$ cat src/rtl/cfg_load_pkg.sv
// Package: shared types of the configuration load sequencer.
// Assumes nothing beyond the two enumerations below.
package cfg_load_pkg;

    // Sequencer phases, walked in this fixed order.
    typedef enum logic [2:0] {
        ST_IDLE      = 3'd0,
        ST_PULSE     = 3'd1,
        ST_WAIT_INIT = 3'd2,
        ST_STREAM    = 3'd3,
        ST_WAIT_DONE = 3'd4
    } seq_state_t;

    // Result codes reported with the finish pulse.
    typedef enum logic [1:0] {
        RES_OK       = 2'd0,
        RES_NO_SPACE = 2'd1,
        RES_NO_INIT  = 2'd2,
        RES_NO_DONE  = 2'd3
    } load_result_t;

endpackage

$ cat src/rtl/cfg_sync2.sv
// Module: cfg_sync2
// Two-flop synchronizer for a vector of independent slow-moving
// asynchronous sense lines. Assumes each bit is a level that
// stays put for several cycles, so bits need no mutual coherence.
module cfg_sync2 #(
    parameter int W = 2
) (
    input  logic         clk,
    input  logic         rst_n,
    input  logic [W-1:0] async_i,
    output logic [W-1:0] sync_o
);

    logic [W-1:0] meta_q;
    logic [W-1:0] sync_q;

    // Two register stages per bit; reset clears both.
    always_ff @(posedge clk) begin
        if (!rst_n) begin
            meta_q <= '0;
            sync_q <= '0;
        end else begin
            meta_q <= async_i;
            sync_q <= meta_q;
        end
    end

    assign sync_o = sync_q;

endmodule

$ cat src/rtl/cfg_cycle_timer.sv
// Module: cfg_cycle_timer
// Shared cycle counter for the pulse width and both timeouts.
// Clear wins over count. Assumes the caller compares count_o
// against a limit below 2**W and leaves the phase before wrap.
module cfg_cycle_timer #(
    parameter int W = 8
) (
    input  logic         clk,
    input  logic         rst_n,
    input  logic         clr_i,
    input  logic         en_i,
    output logic [W-1:0] count_o
);

    logic [W-1:0] cnt_q;

    // Count enabled cycles; restart at every phase change.
    always_ff @(posedge clk) begin
        if (!rst_n)     cnt_q <= '0;
        else if (clr_i) cnt_q <= '0;
        else if (en_i)  cnt_q <= cnt_q + 1'b1;
    end

    assign count_o = cnt_q;

    // A phase must never sit long enough to roll the counter over.
    assert_timer_no_wrap_R4: assert property (@(posedge clk) disable iff (!rst_n)
        (en_i && !clr_i && (&cnt_q)) |=> 1'b0)
        else $error("cycle timer wrapped");

endmodule

$ cat src/rtl/cfg_stream_port.sv
// Module: cfg_stream_port
// Byte mover between the ready/valid source and the configuration bus.
// Holds the count of bytes still owed, which is loaded at start.
// Registers data and strobe, so each byte shows up one cycle
// after it is accepted. Assumes load_i only pulses while the
// sequencer is idle.
module cfg_stream_port #(
    parameter int DATA_W = 8,
    parameter int SIZE_W = 24
) (
    input  logic              clk,
    input  logic              rst_n,
    input  logic              load_i,
    input  logic [SIZE_W-1:0] size_i,
    input  logic              active_i,
    input  logic              s_valid_i,
    input  logic [DATA_W-1:0] s_data_i,
    output logic              s_ready_o,
    output logic [DATA_W-1:0] cfg_data_o,
    output logic              cfg_wr_o,
    output logic              empty_o
);

    logic [SIZE_W-1:0] remain_q;
    logic [DATA_W-1:0] data_q;
    logic              wr_q;
    logic              take;

    assign empty_o   = (remain_q == '0);
    assign s_ready_o = active_i && !empty_o;
    assign take      = s_ready_o && s_valid_i;

    // Remaining byte count: loaded with the size, lowered per accepted byte.
    always_ff @(posedge clk) begin
        if (!rst_n)      remain_q <= '0;
        else if (load_i) remain_q <= size_i;
        else if (take)   remain_q <= remain_q - 1'b1;
    end

    // Output register for the configuration bus and its strobe.
    always_ff @(posedge clk) begin
        if (!rst_n) begin
            data_q <= '0;
            wr_q   <= 1'b0;
        end else begin
            wr_q <= take;
            if (take) data_q <= s_data_i;
        end
    end

    assign cfg_data_o = data_q;
    assign cfg_wr_o   = wr_q;

    // Every strobe traces back to a handshake in the previous cycle.
    assert_strobe_follows_accept_R5: assert property (@(posedge clk) disable iff (!rst_n)
        cfg_wr_o |-> $past(s_valid_i && s_ready_o))
        else $error("strobe without accepted byte");

    // Nothing is accepted once the owed count reaches zero.
    assert_no_take_when_empty_R5: assert property (@(posedge clk) disable iff (!rst_n)
        (empty_o && !load_i) |=> !cfg_wr_o || $past(take))
        else $error("byte taken beyond size");

endmodule

$ cat src/rtl/cfg_load_seq.sv
// Module: cfg_load_seq (top)
// Walks a programmable device through a parallel configuration load:
// program pulse, init wait, byte stream, done wait, coded finish.
// Assumes PROG_LOW_CYC >= 3, so the synchronised init has dropped
// before the init wait begins, and that the limits are at least 1.
module cfg_load_seq
    import cfg_load_pkg::*;
#(
    parameter int DATA_W       = 8,
    parameter int SIZE_W       = 24,
    parameter int PROG_LOW_CYC = 20,
    parameter int INIT_TMO     = 10_000_000,
    parameter int DONE_TMO     = 100_000_000,
    parameter bit ENABLE_USED  = 1'b1
) (
    input  logic              clk,
    input  logic              rst_n,
    input  logic              start_i,
    input  logic [SIZE_W-1:0] size_i,
    input  logic              space_present_i,
    input  logic              s_valid_i,
    input  logic [DATA_W-1:0] s_data_i,
    output logic              s_ready_o,
    output logic [DATA_W-1:0] cfg_data_o,
    output logic              cfg_wr_o,
    output logic              cfg_en_o,
    output logic              cfg_prog_n_o,
    input  logic              init_i,
    input  logic              done_i,
    output logic              busy_o,
    output logic              finish_o,
    output logic [1:0]        result_o
);

    localparam int LIM_A   = (PROG_LOW_CYC > INIT_TMO) ? PROG_LOW_CYC : INIT_TMO;
    localparam int LIM_MAX = (LIM_A > DONE_TMO) ? LIM_A : DONE_TMO;
    localparam int TMR_W   = $clog2(LIM_MAX) + 1;
    localparam logic [TMR_W-1:0] PULSE_END = TMR_W'(PROG_LOW_CYC - 1);
    localparam logic [TMR_W-1:0] INIT_END  = TMR_W'(INIT_TMO - 1);
    localparam logic [TMR_W-1:0] DONE_END  = TMR_W'(DONE_TMO - 1);

    seq_state_t   state_q, state_d;
    load_result_t result_q, result_d;
    logic         fin_q, fin_d;
    logic [1:0]   sense_s;
    logic         init_s, done_s;
    logic [TMR_W-1:0] tcount;
    logic         start_acc;
    logic         stream_empty;

    // Sense lines brought into the clock domain.
    cfg_sync2 #(.W(2)) u_sync (
        .clk     (clk),
        .rst_n   (rst_n),
        .async_i ({done_i, init_i}),
        .sync_o  (sense_s)
    );
    assign init_s = sense_s[0];
    assign done_s = sense_s[1];

    // One timer, restarted on every phase change.
    cfg_cycle_timer #(.W(TMR_W)) u_timer (
        .clk     (clk),
        .rst_n   (rst_n),
        .clr_i   (state_d != state_q),
        .en_i    (busy_o),
        .count_o (tcount)
    );

    assign start_acc = (state_q == ST_IDLE) && start_i && space_present_i;

    cfg_stream_port #(.DATA_W(DATA_W), .SIZE_W(SIZE_W)) u_stream (
        .clk        (clk),
        .rst_n      (rst_n),
        .load_i     (start_acc),
        .size_i     (size_i),
        .active_i   (state_q == ST_STREAM),
        .s_valid_i  (s_valid_i),
        .s_data_i   (s_data_i),
        .s_ready_o  (s_ready_o),
        .cfg_data_o (cfg_data_o),
        .cfg_wr_o   (cfg_wr_o),
        .empty_o    (stream_empty)
    );

    // Next-phase and result decision.
    always_comb begin
        state_d  = state_q;
        result_d = result_q;
        fin_d    = 1'b0;
        unique case (state_q)
            ST_IDLE: begin
                if (start_i) begin
                    if (!space_present_i) begin
                        fin_d    = 1'b1;
                        result_d = RES_NO_SPACE;
                    end else begin
                        state_d = ST_PULSE;
                    end
                end
            end
            ST_PULSE: begin
                if (tcount == PULSE_END) state_d = ST_WAIT_INIT;
            end
            ST_WAIT_INIT: begin
                if (init_s) begin
                    state_d = ST_STREAM;
                end else if (tcount == INIT_END) begin
                    state_d  = ST_IDLE;
                    fin_d    = 1'b1;
                    result_d = RES_NO_INIT;
                end
            end
            ST_STREAM: begin
                if (stream_empty) state_d = ST_WAIT_DONE;
            end
            ST_WAIT_DONE: begin
                if (done_s) begin
                    state_d  = ST_IDLE;
                    fin_d    = 1'b1;
                    result_d = RES_OK;
                end else if (tcount == DONE_END) begin
                    state_d  = ST_IDLE;
                    fin_d    = 1'b1;
                    result_d = RES_NO_DONE;
                end
            end
            default: state_d = ST_IDLE;
        endcase
    end

    // Phase, finish pulse and result registers.
    always_ff @(posedge clk) begin
        if (!rst_n) begin
            state_q  <= ST_IDLE;
            result_q <= RES_OK;
            fin_q    <= 1'b0;
        end else begin
            state_q  <= state_d;
            result_q <= result_d;
            fin_q    <= fin_d;
        end
    end

    assign busy_o       = (state_q != ST_IDLE);
    assign cfg_prog_n_o = (state_q != ST_PULSE);
    assign finish_o     = fin_q;
    assign result_o     = result_q;

    // Enable output exists only when the option is configured.
    if (ENABLE_USED) begin : g_en
        assign cfg_en_o = busy_o;
    end else begin : g_no_en
        assign cfg_en_o = 1'b0;
    end

    // Enable drops on every exit path.
    assert_en_off_at_exit_R1: assert property (@(posedge clk) disable iff (!rst_n)
        finish_o |-> !cfg_en_o)
        else $error("enable still high at finish");

    // Program line is only ever low inside a load.
    assert_prog_only_busy_R2: assert property (@(posedge clk) disable iff (!rst_n)
        !cfg_prog_n_o |-> busy_o && cfg_en_o == ENABLE_USED)
        else $error("program low outside a load");

    // Bytes are taken only after the program pulse is over.
    assert_ready_after_pulse_R5: assert property (@(posedge clk) disable iff (!rst_n)
        s_ready_o |-> busy_o && cfg_prog_n_o)
        else $error("byte ready outside streaming");

    // The abort leaves every control line untouched.
    assert_nospace_quiet_R9: assert property (@(posedge clk) disable iff (!rst_n)
        (finish_o && result_o == RES_NO_SPACE) |-> cfg_prog_n_o && !cfg_en_o && !busy_o
                                                   && !$past(busy_o))
        else $error("abort touched control lines");

    // Finish is a single-cycle pulse, never while busy.
    assert_finish_single_R10: assert property (@(posedge clk) disable iff (!rst_n)
        finish_o |=> !finish_o)
        else $error("finish longer than a cycle");

    assert_finish_not_busy_R10: assert property (@(posedge clk) disable iff (!rst_n)
        finish_o |-> !busy_o)
        else $error("finish while busy");

endmodule

$ cat config.mk
export PLATFORM = sky130hd
export DESIGN_NAME = cfg_load_seq
export DESIGN_NICKNAME = d
export VERILOG_FILES = /design/src/rtl/cfg_load_pkg.sv /design/src/rtl/cfg_sync2.sv /design/src/rtl/cfg_cycle_timer.sv /design/src/rtl/cfg_stream_port.sv /design/src/rtl/cfg_load_seq.sv
export SDC_FILE = /design/constraint.sdc
export NUM_CORES = 1
export LEC_CHECK = 0
export BUFFER_PORTS_ARGS = -buffer_cell sky130_fd_sc_hd__buf_2
export CORE_ASPECT_RATIO = 0.75
export CORE_UTILIZATION = 57
export CTS_CLUSTER_DIAMETER = 200
export CTS_CLUSTER_SIZE = 20
export DETAILED_ROUTE_END_ITERATION = 8
export PLACE_DENSITY = 0.79
export SYNTH_ARGS = -nofsm -noshare
export SYNTH_HDL_FRONTEND = slang
export SYNTH_HIERARCHICAL = 1
export SYNTH_SLANG_ARGS = --single-unit
export TNS_END_PERCENT = 30
$ cat constraint.sdc
create_clock -name clk -period 3.6 [get_ports clk]
set_input_delay 0.72 -clock clk [delete_from_list [all_inputs] [get_ports clk]]
set_output_delay 0.72 -clock clk [all_outputs]
set_load 0.01 [all_outputs]
==> metrics.cfg <==
[sta]
period_share_pct=80.0
period_minus_slack_ps=2880
skew_ps=9.89
tightest_slew_ps=766
finalSetupViolCount=0
tns_ps=0
slew_viol_final=0
rsz0062_at_grt=false
hold_viol=0
relSlewSlack_pct=48.5
fmax_mhz=347

[final_layout]
diodes=0
nets=536
mostFrequentLayoutCells=dfxtp_1, buf_2, nand2_1, a21oi_1, o21ai_0
drive_above_1_share_pct=21.9
fin_area_sq_um=4420
final_common_cell=dfxtp_1
num-fill-cells=529
area_growth_pct=13.3

[flow_run]
maxCapViolCount=0

[place]
dpl_cell_area_sq_um=4190
place.gp.congestion=0.831
port_buffers=54
dp_hpwl_microns=6400

[global_route]
grt.total_usage_pct=27.6
grt_pass1_wl_microns=15600
antenna_found_initial=0
overflow=0
grt_pass1_vias=3200
grt_start_max_net_pins=47

[min_path]
min_path_type=reg2reg
hold_end=u_sync/sync_o[0]
hp-start=u_sync/meta_q[0]
worstHoldPathCells=1

[power_and_ir_drop]
power_frac_clock_pct=42.1
p_leak_uw=0.00160
p_comb_share_pct=11.6
powerDensity_nw_per_um2=413
intPower_uw=1350
sw_frac_of_total_pct=25.9
p_seq_share_pct=46.2
ir_drop_mv=0.223
switchingPower_uw=472

[cts]
insertion_delay_ps=360
cts_tree=yes
h-tree-depth=3
cts_setup_buffers=0
path_clk_slew_ps=80
cts_sinks=71
cts_resized=0
clockBufferDepth=2
postCtsHoldBufs=0
numCtsBuffers=9
clock_tree.root_cell=clkbuf_8

[critical_path]
cp_top_family=simple AND/OR/NAND/NOR gates
crit_required_ps=3830
rrSetupSlack_ps=720
r2r_start=u_timer/count_o[11]
critPathMostFrequentCell=or3_4
reg2regPathDepth=8
arrival_ps=3110
startpoint_type=flop
reg2reg_to=u_timer/count_o[21]
path_cells=or4_4 -> or3_4 -> or3_4 -> o21a_1 -> nand3_1 -> nand2b_1 -> buf_4 -> a21oi_1
path_class=reg2reg
end_kind=flop
critPathMaxStageDelay_ps=560
crit_buf_inv=1
critPathSlowestCell=or4_4
cp_max_fo=15

[detailed_routing]
drtIter0Drc=184
vias=3519
wire_per_inst_microns=15.9
ant_nets=0
routed_wl_microns=9210
first_pass_iters=5
via_per_inst=6.08
drc=0

[floorplan]
io_pins=55
die_h_microns=73.7
dieWidth_microns=97.5
dieArea_sq_um=7180
std_cell_rows=25
initial_core_util_pct=60.6
core_area_sq_um=6440

[yosys]
syn-instance-count=446
yosys_register_bits=71
synthArstFlopShare_pct=0
synthAdderAreaFrac_pct=0.962
ys.flop_type=dfxtp_1
synth_compound_area_share_pct=20.3
synth_xor_xnor_area_share_pct=6.51
ys_seq_area_share_pct=36.4
yosys-mux-area-fraction_pct=1.83
ys_warn_count=6
synth_edf_count=0
synthSimpleGateAreaFrac_pct=29.3
postSynthAreaPerCell_sq_um=8.75
synth.cell_area_sq_um=3900
ys_types=63
synth_top_family_by_area=simple AND/OR/NAND/NOR gates
synthesis.nets=488

[run_status]
status=completed

==> power by group through the flow <==
stage	Sequential [uW]	Clock, uW	Combinational (uW)
3_3_place_gp	859	0	204
5_1_grt	847	813	235
3_5_place_dp	860	0	210
2_1_floorplan	853	0	165
6_report	843	769	212
4_1_cts	842	783	212
==> stage by stage <==
stage / worst slack, ps / hold slack [ps] / total power [uW] / utilization (%) / instances
after floorplan: 909 / 412 / 1020 / - / 446
after global placement: 795 / 419 / 1060 / 65.0 / 564
after detailed placement: 742 / 440 / 1070 / 65.0 / 564
after CTS: 730 / 456 / 1840 / 68.6 / 579
after global routing: 478 / 472 / 1890 / 68.6 / 579
final: 720 / 454 / 1820 / 68.6 / 579
==> Yosys cell counts (all sizes together), types with 2 or more instances <==
library cell	instances	share of area, %
a2111oi	6	2.3
a211oi	4	0.90
a21boi	8	1.5
a21oi	36	4.6
a31o	2	0.45
a31oi	5	0.80
and2	9	1.5
and3	3	0.51
and4	6	1.3
buf	9	1.9
clkbuf	12	1.2
dfxtp	71	36
ha	3	0.96
inv	16	1.5
mux2i	6	1.5
nand2	41	4.1
nand2b	7	1.1
nand3	17	2.3
nand4	14	2.8
nand4b	2	0.83
nor2	21	2.0
nor2b	2	0.32
nor3	13	1.7
nor4	15	4.5
nor4b	3	0.99
o211ai	2	0.38
o21a	5	0.96
o21ai	35	4.6
o31ai	10	1.9
or3	13	2.5
or4	11	2.3
xnor2	20	4.5
xor2	9	2.0
==> area by class of cell <==
class,instances,area [sq um],area share [%]
well taps,81,101,2.29
multi-input cells,337,2300,52.0
clock inverters,6,110,2.49
clock buffers,9,124,2.80
repair buffers,58,300,6.79
inverters,17,63.8,1.44
flip-flops and latches,71,1420,32.2
==> sequential cells by signal (all words and copies together), names as in the netlist <==
register / flops
u_stream/cfg_data_o: 8
u_stream/remain_q: 24
u_sync/sync_o: 2
u_timer/count_o: 28
u_stream/cfg_wr_o: 1
state_q: 3
u_sync/meta_q: 2
result_o: 2
finish_o: 1
==> cells by family (layout without fill, tap and decap cells) <==
| kind of cell | after synthesis | count (layout) |
|---|---|---|
| flip-flops | 71 | 71 |
| AO/OA/AOI/OAI | 119 | 119 |
| XOR/XNOR | 29 | 29 |
| AND/OR/NAND/NOR | 179 | 179 |
| multiplexers | 7 | 7 |
| adder cells (fa/ha/maj) | 3 | 3 |
| buffers and inverters | 38 | 90 |
==> how the worst max path moves through the flow <==
stage | start | end | slack [ps] | depth (start not counted)
after floorplan | u_timer/count_o[11] | u_timer/count_o[0] | 910 | 9
after global placement | u_timer/count_o[11] | u_timer/count_o[8] | 790 | 8
after detailed placement | u_timer/count_o[11] | u_timer/count_o[21] | 740 | 8
after CTS | u_timer/count_o[11] | u_timer/count_o[21] | 730 | 8
after global routing | u_stream/remain_q[0] | u_timer/count_o[19] | 480 | 14
final | u_timer/count_o[11] | u_timer/count_o[21] | 720 | 8
==> worst reg2reg max path: stages, from the launching register on <==
cell      delay [ps]
dfxtp_1          360
or4_4            560
or3_4            420
or3_4            400
o21a_1           190
nand3_1           90
nand2b_1         380
buf_4            290
a21oi_1           70
==> per-layer routing <==
| metal | GRT usage (%) | share of wire [%] | up-vias |
|---|---|---|---|
| met5 | 0 | 0 | - |
| met4 | 9.64 | 1.2 | 0 |
| met3 | 6.47 | 6.7 | 9 |
| met2 | 40.8 | 43 | 119 |
| met1 | 39.4 | 49 | 1640 |
| li1 | - | - | 1751 |
Power figures use the tool's default switching activity.
